==> config.mk <==
export PLATFORM = sky130hd
export DESIGN_NAME = cpwm_channel
export DESIGN_NICKNAME = d
export VERILOG_FILES = /design/src/rtl/cpwm_pkg.sv /design/src/rtl/cpwm_regs.sv /design/src/rtl/cpwm_counter.sv /design/src/rtl/cpwm_deadtime.sv /design/src/rtl/cpwm_channel.sv
export SDC_FILE = /design/constraint.sdc
export NUM_CORES = 1
export LEC_CHECK = 0
export ABC_AREA = 1
export BUFFER_PORTS_ARGS = -buffer_cell sky130_fd_sc_hd__buf_2
export CAP_MARGIN = 20
export CORE_UTILIZATION = 40
export CTS_CLUSTER_DIAMETER = 200
export CTS_CLUSTER_SIZE = 20
export DETAILED_ROUTE_END_ITERATION = 7
export PLACE_DENSITY = 0.67
export SLEW_MARGIN = 20
export SYNTH_ARGS = -nofsm -noshare
export SYNTH_HDL_FRONTEND = slang
export SYNTH_SLANG_ARGS = --single-unit
==> constraint.sdc <==
create_clock -name clk -period 3 [get_ports clk]
set_input_delay 0.6 -clock clk [delete_from_list [all_inputs] [get_ports clk]]
set_output_delay 0.6 -clock clk [all_outputs]
set_load 0.02 [all_outputs]
==> src/rtl/cpwm_pkg.sv <==
package cpwm_pkg;

  // Register select codes on the write port
  typedef enum logic [2:0] {
    SEL_MOD  = 3'd0,
    SEL_RISE = 3'd1,
    SEL_FALL = 3'd2,
    SEL_DEAD = 3'd3,
    SEL_LDOK = 3'd4
  } cpwm_sel_e;

  // Operating role of the time base
  typedef enum logic {
    ROLE_MASTER = 1'b0,
    ROLE_SLAVE  = 1'b1
  } cpwm_role_e;

endpackage

==> src/rtl/cpwm_regs.sv <==
module cpwm_regs
  import cpwm_pkg::*;
#(
  parameter int CW  = 16,
  parameter int DTW = 8
) (
  input  logic                 clk,
  input  logic                 rst_n,
  input  logic                 wr_en,
  input  logic [2:0]           wr_addr,
  input  logic [CW-1:0]        wr_data,
  input  logic                 rld,
  output logic [CW-2:0]        act_mod,
  output logic [CW-2:0]        mod_next,
  output logic signed [CW-1:0] act_rise,
  output logic signed [CW-1:0] act_fall,
  output logic [DTW-1:0]       act_dead,
  output logic                 xfer
);

  localparam int MW = CW - 1;

  logic [MW-1:0]        sh_mod;
  logic signed [CW-1:0] sh_rise;
  logic signed [CW-1:0] sh_fall;
  logic [DTW-1:0]       sh_dead;
  logic                 ldok_q;
  logic                 ldok_wr;
  cpwm_sel_e            sel;

  assign sel      = cpwm_sel_e'(wr_addr);
  assign ldok_wr  = wr_en && (sel == SEL_LDOK);
  // transfer event: reload while an update is requested
  assign xfer     = rld && ldok_q;
  assign mod_next = xfer ? sh_mod : act_mod;

  // shadow side, written by software at any time
  always_ff @(posedge clk or negedge rst_n) begin
    if (!rst_n) begin
      sh_mod  <= '0;
      sh_rise <= '0;
      sh_fall <= '0;
      sh_dead <= '0;
    end else if (wr_en) begin
      case (sel)
        SEL_MOD:  sh_mod  <= wr_data[MW-1:0];
        SEL_RISE: sh_rise <= wr_data;
        SEL_FALL: sh_fall <= wr_data;
        SEL_DEAD: sh_dead <= wr_data[DTW-1:0];
        default:  ;
      endcase
    end
  end

  // load request flag: a new request in the transfer cycle survives
  always_ff @(posedge clk or negedge rst_n) begin
    if (!rst_n)       ldok_q <= 1'b0;
    else if (xfer)    ldok_q <= ldok_wr;
    else if (ldok_wr) ldok_q <= 1'b1;
  end

  // active side, loaded only on the transfer event
  always_ff @(posedge clk or negedge rst_n) begin
    if (!rst_n) begin
      act_mod  <= '0;
      act_rise <= '0;
      act_fall <= '0;
      act_dead <= '0;
    end else if (xfer) begin
      act_mod  <= sh_mod;
      act_rise <= sh_rise;
      act_fall <= sh_fall;
      act_dead <= sh_dead;
    end
  end

  AST_LDOK_CLEARS: assert property (@(posedge clk) disable iff (!rst_n)
    (xfer && !ldok_wr) |=> !ldok_q);

  AST_ACTIVE_HOLDS: assert property (@(posedge clk) disable iff (!rst_n)
    !xfer |=> ($stable(act_mod) && $stable(act_rise) &&
               $stable(act_fall) && $stable(act_dead)));

  AST_NO_XFER_UNARMED: assert property (@(posedge clk) disable iff (!rst_n)
    (rld && !ldok_q) |=> $stable(act_rise));

endmodule

==> src/rtl/cpwm_counter.sv <==
module cpwm_counter
  import cpwm_pkg::*;
#(
  parameter int CW = 16
) (
  input  logic                 clk,
  input  logic                 rst_n,
  input  logic                 enable,
  input  logic                 is_slave,
  input  logic                 ext_sync_i,
  input  logic [CW-2:0]        act_mod,
  input  logic [CW-2:0]        mod_next,
  output logic signed [CW-1:0] cnt,
  output logic                 rld,
  output logic                 started
);

  // modulo as a signed value, top bit always zero
  function automatic logic signed [CW-1:0] as_signed(input logic [CW-2:0] m);
    return signed'({1'b0, m});
  endfunction

  logic signed [CW-1:0] mod_s;
  logic                 at_top;
  cpwm_role_e           role;

  assign role   = cpwm_role_e'(is_slave);
  assign mod_s  = as_signed(act_mod);
  assign at_top = (cnt == mod_s);
  assign rld    = enable && ((role == ROLE_SLAVE) ? ext_sync_i : at_top);

  always_ff @(posedge clk or negedge rst_n) begin
    if (!rst_n)      cnt <= '0;
    else if (rld)    cnt <= -as_signed(mod_next);
    else if (enable) cnt <= cnt + 1'b1;
  end

  always_ff @(posedge clk or negedge rst_n) begin
    if (!rst_n)       started <= 1'b0;
    else if (!enable) started <= 1'b0;
    else if (rld)     started <= 1'b1;
  end

  AST_RESTART_AT_NEG_MOD: assert property (@(posedge clk) disable iff (!rst_n)
    rld |=> (cnt == -mod_s));

  AST_MASTER_IN_RANGE: assert property (@(posedge clk) disable iff (!rst_n)
    (enable && role == ROLE_MASTER) |-> (cnt <= mod_s && cnt >= -mod_s));

  AST_FROZEN_WHEN_OFF: assert property (@(posedge clk) disable iff (!rst_n)
    !enable |=> $stable(cnt));

endmodule

==> src/rtl/cpwm_deadtime.sv <==
module cpwm_deadtime #(
  parameter int DTW = 8
) (
  input  logic           clk,
  input  logic           rst_n,
  input  logic           hold,
  input  logic           src,
  input  logic [DTW-1:0] dead,
  output logic           pwm_hi,
  output logic           pwm_lo
);

  logic           prev_src;
  logic [DTW-1:0] dcnt;
  logic           edge_seen;
  logic           gap_done;

  assign edge_seen = (src != prev_src);
  // the last gap cycle: drive on the following edge
  assign gap_done  = (dcnt == {{(DTW-1){1'b0}}, 1'b1});

  always_ff @(posedge clk or negedge rst_n) begin
    if (!rst_n) begin
      prev_src <= 1'b0;
      dcnt     <= '0;
      pwm_hi   <= 1'b0;
      pwm_lo   <= 1'b0;
    end else if (hold) begin
      prev_src <= src;
      dcnt     <= dead;
      pwm_hi   <= 1'b0;
      pwm_lo   <= 1'b0;
    end else if (edge_seen) begin
      // any source edge restarts the gap, so short pulses vanish
      prev_src <= src;
      dcnt     <= dead;
      pwm_hi   <= (dead == '0) && src;
      pwm_lo   <= (dead == '0) && !src;
    end else if (dcnt != '0) begin
      dcnt     <= dcnt - 1'b1;
      pwm_hi   <= gap_done && src;
      pwm_lo   <= gap_done && !src;
    end else begin
      pwm_hi   <= src;
      pwm_lo   <= !src;
    end
  end

  AST_NO_OVERLAP: assert property (@(posedge clk) disable iff (!rst_n)
    !(pwm_hi && pwm_lo));

  AST_HOLD_FORCES_LOW: assert property (@(posedge clk) disable iff (!rst_n)
    hold |=> (!pwm_hi && !pwm_lo));

  AST_GAP_AFTER_HI: assert property (@(posedge clk) disable iff (!rst_n)
    ($fell(pwm_hi) && $past(dead) != '0) |-> !pwm_lo);

  AST_GAP_AFTER_LO: assert property (@(posedge clk) disable iff (!rst_n)
    ($fell(pwm_lo) && $past(dead) != '0) |-> !pwm_hi);

endmodule

==> src/rtl/cpwm_channel.sv <==
module cpwm_channel
  import cpwm_pkg::*;
#(
  parameter int CW  = 16,
  parameter int DTW = 8
) (
  input  logic          clk,
  input  logic          rst_n,
  input  logic          enable,
  input  logic          is_slave,
  input  logic          ext_sync_i,
  input  logic          src_inv,
  input  logic          wr_en,
  input  logic [2:0]    wr_addr,
  input  logic [CW-1:0] wr_data,
  output logic          pwm_hi,
  output logic          pwm_lo,
  output logic          reload_o
);

  // compare window: high from the rise match up to the fall match
  function automatic logic in_window(input logic signed [CW-1:0] c,
                                     input logic signed [CW-1:0] r,
                                     input logic signed [CW-1:0] f);
    return (c >= r) && (c < f);
  endfunction

  logic [CW-2:0]        act_mod;
  logic [CW-2:0]        mod_next;
  logic signed [CW-1:0] act_rise;
  logic signed [CW-1:0] act_fall;
  logic [DTW-1:0]       act_dead;
  logic                 xfer;
  logic signed [CW-1:0] cnt;
  logic                 rld;
  logic                 started;
  logic                 raw_src;
  logic                 pair_src;

  cpwm_regs #(.CW(CW), .DTW(DTW)) u_regs (
    .clk      (clk),
    .rst_n    (rst_n),
    .wr_en    (wr_en),
    .wr_addr  (wr_addr),
    .wr_data  (wr_data),
    .rld      (rld),
    .act_mod  (act_mod),
    .mod_next (mod_next),
    .act_rise (act_rise),
    .act_fall (act_fall),
    .act_dead (act_dead),
    .xfer     (xfer)
  );

  cpwm_counter #(.CW(CW)) u_cnt (
    .clk        (clk),
    .rst_n      (rst_n),
    .enable     (enable),
    .is_slave   (is_slave),
    .ext_sync_i (ext_sync_i),
    .act_mod    (act_mod),
    .mod_next   (mod_next),
    .cnt        (cnt),
    .rld        (rld),
    .started    (started)
  );

  assign raw_src  = in_window(cnt, act_rise, act_fall);
  assign pair_src = raw_src ^ src_inv;
  assign reload_o = rld;

  cpwm_deadtime #(.DTW(DTW)) u_dt (
    .clk    (clk),
    .rst_n  (rst_n),
    .hold   (!started),
    .src    (pair_src),
    .dead   (act_dead),
    .pwm_hi (pwm_hi),
    .pwm_lo (pwm_lo)
  );

  AST_EMPTY_WINDOW_LOW: assert property (@(posedge clk) disable iff (!rst_n)
    (started && !src_inv && act_fall <= act_rise) |=> !pwm_hi);

  AST_XFER_ONLY_ON_RELOAD: assert property (@(posedge clk) disable iff (!rst_n)
    xfer |-> reload_o);

endmodule

# Yosys cells after proc, flatten, opt, wreduce, memory -nomap -nowiden
# Cells that the tools add are included.
# W data, S select, Z words.
dict set report totals {
  reg_bits 139
  inputBits 26
  out_inout_bits 3
  word_cells 68
}
dict set report classes {
  n_addsub 3
  n_lt_le_gt_ge 2
  eq_ne 10
  mux 19
  n_bitwise 1
  n_reduce_logical 18
}
# cell n
set ops {}
lappend ops {{$mux W16} 2}
lappend ops {{$mux W8} 3}
lappend ops {{$add A16 B1 Y16 const B} 1}
lappend ops {{$eq A16 B16 Y1} 1}
lappend ops {{$ge A16 B16 Y1} 1}
lappend ops {{$lt A16 B16 Y1} 1}
lappend ops {{$neg A15 Y16} 1}
lappend ops {{$mux W15} 1}
lappend ops {{$mux W1} 13}
lappend ops {{$eq A8 B1 Y1 const B} 1}
lappend ops {{$logic_and A1 B1 Y1} 8}
lappend ops {{$logic_not A8 Y1} 1}
lappend ops {{$reduce_and A2 Y1} 4}
lappend ops {{$reduce_bool A8 Y1} 1}
lappend ops {{$sub A8 B1 Y8 const B} 1}
lappend ops {{$eq A3 B2 Y1 const B} 2}
lappend ops {{$ne A2 B1 Y1 const B} 2}
lappend ops {{$reduce_bool A2 Y1} 2}
lappend ops {{$eq A3 B1 Y1 const B} 1}
lappend ops {{$eq A3 B3 Y1 const B} 1}
lappend ops {{$logic_not A3 Y1} 1}
lappend ops {{$ne A3 B1 Y1 const B} 1}
lappend ops {{$logic_not A1 Y1} 1}
lappend ops {{$ne A1 B1 Y1} 1}
lappend ops {{$xor A1 B1 Y1} 1}

# Logic depth before layout (Yosys ltp)
dict set report logic_depth {
  word_depth 8
  depth_mapped 21
  mapped_depth_nobuf 20
}

# Cells and area by module
# A second synthesis with hierarchy kept.
dict set report unflattened {
  cells_unflattened 1024
  area_unflattened_um2 7713.6
}
# module instances cells_each area_each_um2 seq_area_each_um2
set modules_own_cells {}
lappend modules_own_cells {cpwm_regs 1 485 4365.4 2777.7}
lappend modules_own_cells {cpwm_counter 1 290 1742.9 425.4}
lappend modules_own_cells {cpwm_channel 1 147 898.4 0.0}
lappend modules_own_cells {cpwm_deadtime 1 102 706.9 275.3}

# Worst setup path before layout
# Ideal clock, no wire load.
dict set report synth_timing {
  kind {input-to-output}
  from {input port is_slave}
  to {output port reload_o}
  t_arrival_ns 1.740
  t_required_ns 2.400
  path_slack_ns 0.660
  stages 11
  n_path_buf 2
  path_cell_list {nor2_1 > nand2_1 > nor2_1 > nand2_1 > nor2_1 > nand2_1 > nand2_4 > buf_6 > nand2_1 > inv_1 > buf_2}
}
dict set report synth_via {
  elab_chain_cells 2
}
# item line
set synth_lines {}
lappend synth_lines {{from (decl)} cpwm_channel.sv:10} ;# input logic is_slave,
lappend synth_lines {{$mux W1} cpwm_counter.sv:30} ;# assign rld = enable && ((role == ROLE_SLAVE) ? ext_sync_i : at_top);
lappend synth_lines {{$logic_and A1 B1 Y1} cpwm_counter.sv:30}
lappend synth_lines {{to (decl)} cpwm_channel.sv:18} ;# output logic reload_o
# No other way between the ends.

# Worst setup path after layout
dict set report layout_timing {
  from {register u_cnt.cnt[3]}
  to {output port reload_o}
}
dict set report layout_via {
  elab_chain_cells 3
}
# item line
set layout_lines {}
lappend layout_lines {{from (decl)} cpwm_counter.sv:13} ;# output logic signed [CW-1:0] cnt,
lappend layout_lines {{from (signal assigned)} cpwm_counter.sv:34} ;# else if (rld) cnt <= -as_signed(mod_next);
lappend layout_lines {{from (signal assigned)} cpwm_counter.sv:35} ;# else if (enable) cnt <= cnt + 1'b1;
lappend layout_lines {{$eq A16 B16 Y1} cpwm_counter.sv:29} ;# assign at_top = (cnt == mod_s);
lappend layout_lines {{$mux W1} cpwm_counter.sv:30}
lappend layout_lines {{$logic_and A1 B1 Y1} cpwm_counter.sv:30}
# No other way between the ends.

==> flow_summary.ini <==
[clock_network]
cts_setup_buffers = 0
numCtsBuffers = 17
cts_tree = built
cts_resized = 0
cts-root-buf = clkbuf_16
cts.clk_slew.worst_paths_ns = 0.06
clock_latency_ns = 0.42
htree_levels = 4
cts_sinks = 139
cts_hold_buf = 0
cts_buffer_depth = 2

[setup_path]
critPathTopFamily = simple AND/OR/NAND/NOR gates
crit_cells = 12
cp.required_ns = 2.40
critPathKind = register to output port
start_kind = register
r2r_start = u_cnt.cnt[3]$_DFFE_PN0P_
critical_path_buf_inv_count = 4
end_kind = output port
critPathMaxFanout = 13
cp_slowest_stage_delay_ns = 0.37
cpMaxStageDelayCell = dfrtp_1
rr_worst_depth = 21
crit_path_cell_trace = buf_4 -> inv_2 -> nand2_1 -> nand2_1 -> nor2_1 -> nand2_1 -> nor2_1 -> nand2_1 -> nand2_4 -> nand2_1 -> inv_1 -> buf_2
crit_start = u_cnt.cnt[3]$_DFFE_PN0P_
arrival_ns = 2.14
crit_top_cell = nand2_1

[layout]
antenna_cells = 0
stdcell_count = 1194
fin_util_pct = 46.6
final_nets = 1014
area_growth_pct = 14.3
design_area_um2 = 8370
drive_above_1_share_pct = 12.4
final_common_cell = nand2_1
final_cell_mix = nand2_1, dfrtp_1, inv_1

[logic_synthesis]
ys_types = 40
synthCells = 918
synth_area_leader_cell = dfrtp_1
syn_area_um2 = 7320
synth-seq-cells = 139
syn_nets = 980
synth_seq_area_share_pct = 47.5
synth_top_area_share_pct = 47.5
synth_area_leaders = dfrtp_1, nand2_1, o21ai_0, ha_1, inv_1
yosys_warnings = 0
synth.avg_cell_area_um2 = 7.98

[grt]
track_usage_pct = 20.2
grt_max_degree = 63
antenna_found_initial = 0
grt_overflow = 0
grt_pass1_vias = 5710
grt_pass1_wl_mm = 28.9

[floorplan]
die-area_um2 = 18800
core_area_um2 = 18000
rows = 49
ios = 29
die_h_um = 137
die_x_um = 137
start_util_pct = 40.8

[drt]
avgRoutedWirePerCell_um = 14.6
drc = 0
wirelength_mm = 17.4
ant_nets = 0
via_per_inst = 4.91
dr_total_vias = 5864
first_iter_violations = 514
drtPass1Iterations = 5

[pwr]
powerDensity_nw_per_um2 = 880
vdd_drop_max_uv = 458
power_mw = 7.36
p_leak_nw = 4.22

[timing]
setup_tns_ns = 0
period_minus_slack_ns = 2.74
timing.final.crit_share_pct = 91.4
rsz0062_at_grt = no
slew_headroom_pct = 59.9
hold_viol = 0
worst_pin_slew_ns = 0.602
setup_slack_ns = 0.258
setup_viol = 0
maxSlewViolCount = 0
whs_ns = 0.138
fmax_ghz = 0.365
skew_ns = 0.00578

[place]
dpl.hpwl_mm = 12.8
dpl_cell_area_um2 = 7740
pre_cts_ws_ns = 0.322
io_buffer_count = 28
place_congestion = 0.881
dp.cells = 1162

[status]
outcome = complete, no violations

[run]
drv_cap = 0

[min_path]
hp-class = input port to async pin
routing by layer:
metal / GRT usage [%] / part of all wire, % / vias to the layer above
met5: 0 / 0 / -
met4: 6.78 / 2.0 / 0
met3: 4.05 / 2.8 / 26
met2: 32.8 / 47 / 109
met1: 27.0 / 48 / 2737
li1: - / - / 2992
final timing paths:
kind | slack [ns] | to
max | 0.26 | reload_o
min in group clk | 0.45 | u_regs.ldok_q$_DFFE_PN0P_
max reg2reg | 0.31 | u_cnt.cnt[14]$_DFFE_PN0P_
min reg2reg | 0.47 | u_regs.act_rise[0]$_DFFE_PN0N_
min | 0.14 | u_regs.sh_fall[13]$_DFFE_PN0P_
max in group asynchronous | 2.03 | u_regs.sh_mod[12]$_DFFE_PN0P_
cell usage after synthesis:
library cell and instances:
or2_2 1, nand4_1 21, a21o_1 1, nor4_1 1
o21ai_0 113, nand2_2 10, buf_6 2, buf_2 6
nand3_4 1, a22oi_1 1, o21ai_1 7, xor2_1 17
a31oi_1 1, inv_1 120, nand3_2 2, a32o_1 1
buf_1 2, nor2_2 2, nor3_1 7, or2_0 1
clkinv_1 1, and3_1 1, nor2_1 54, ha_1 36
o21ai_2 4, o211ai_1 3, o21ai_4 2, nand2_1 256
nor2_4 4, inv_2 17, nand3b_1 6, a21oi_2 1
o22ai_1 2, clkbuf_1 19, a211oi_1 1, nand3_1 33
nand2_4 1, o21bai_1 2, a21oi_1 19, dfrtp_1 139
area by class of cell:
cell class / instances / area [µm²]
timing repair buffer: 44 / 267
sequential: 139 / 3480
multi-input combinational: 612 / 3190
clock buffer: 21 / 460
clock inverter: 11 / 166
tap: 229 / 287
fill: 1746 / 9590
inverter: 138 / 518
kinds of logic (layout without fill, tap and decap cells):
family | count (synthesis) | after routing | share of synthesized area [%]
buffers and inverters | 167 | 214 | 8.87
xor gates and xnor gates | 17 | 17 | 2.03
DFF | 139 | 139 | 47.5
adders and majority gates | 36 | 36 | 6.15
AOI/OAI and AO/OA | 158 | 158 | 11.8
and+or+nand+nor | 401 | 401 | 23.7
state kept, by name (all words and copies together) (netlist names):
register         count
u_regs.ldok_q        1
u_regs.act_fall     16
u_regs.sh_dead       8
u_dt.prev_src        1
u_dt.pwm_hi          1
u_cnt.started        1
u_regs.act_rise     16
u_cnt.cnt           16
u_regs.sh_fall      16
u_regs.sh_rise      16
u_dt.pwm_lo          1
u_dt.dcnt            8
u_regs.act_mod      15
u_regs.sh_mod       15
u_regs.act_dead      8
power breakdown:
| part | internal [mW] | leakage (nW) | total, mW | switching (mW) |
|---|---|---|---|---|
| Sequential | 2.43 | 1.71 | 2.79 | 0.357 |
| Combinational | 0.858 | 2.21 | 2.34 | 1.48 |
| Clock | 1.43 | 0.299 | 2.24 | 0.803 |
Note: power is estimated with default switching activity, not from simulation.
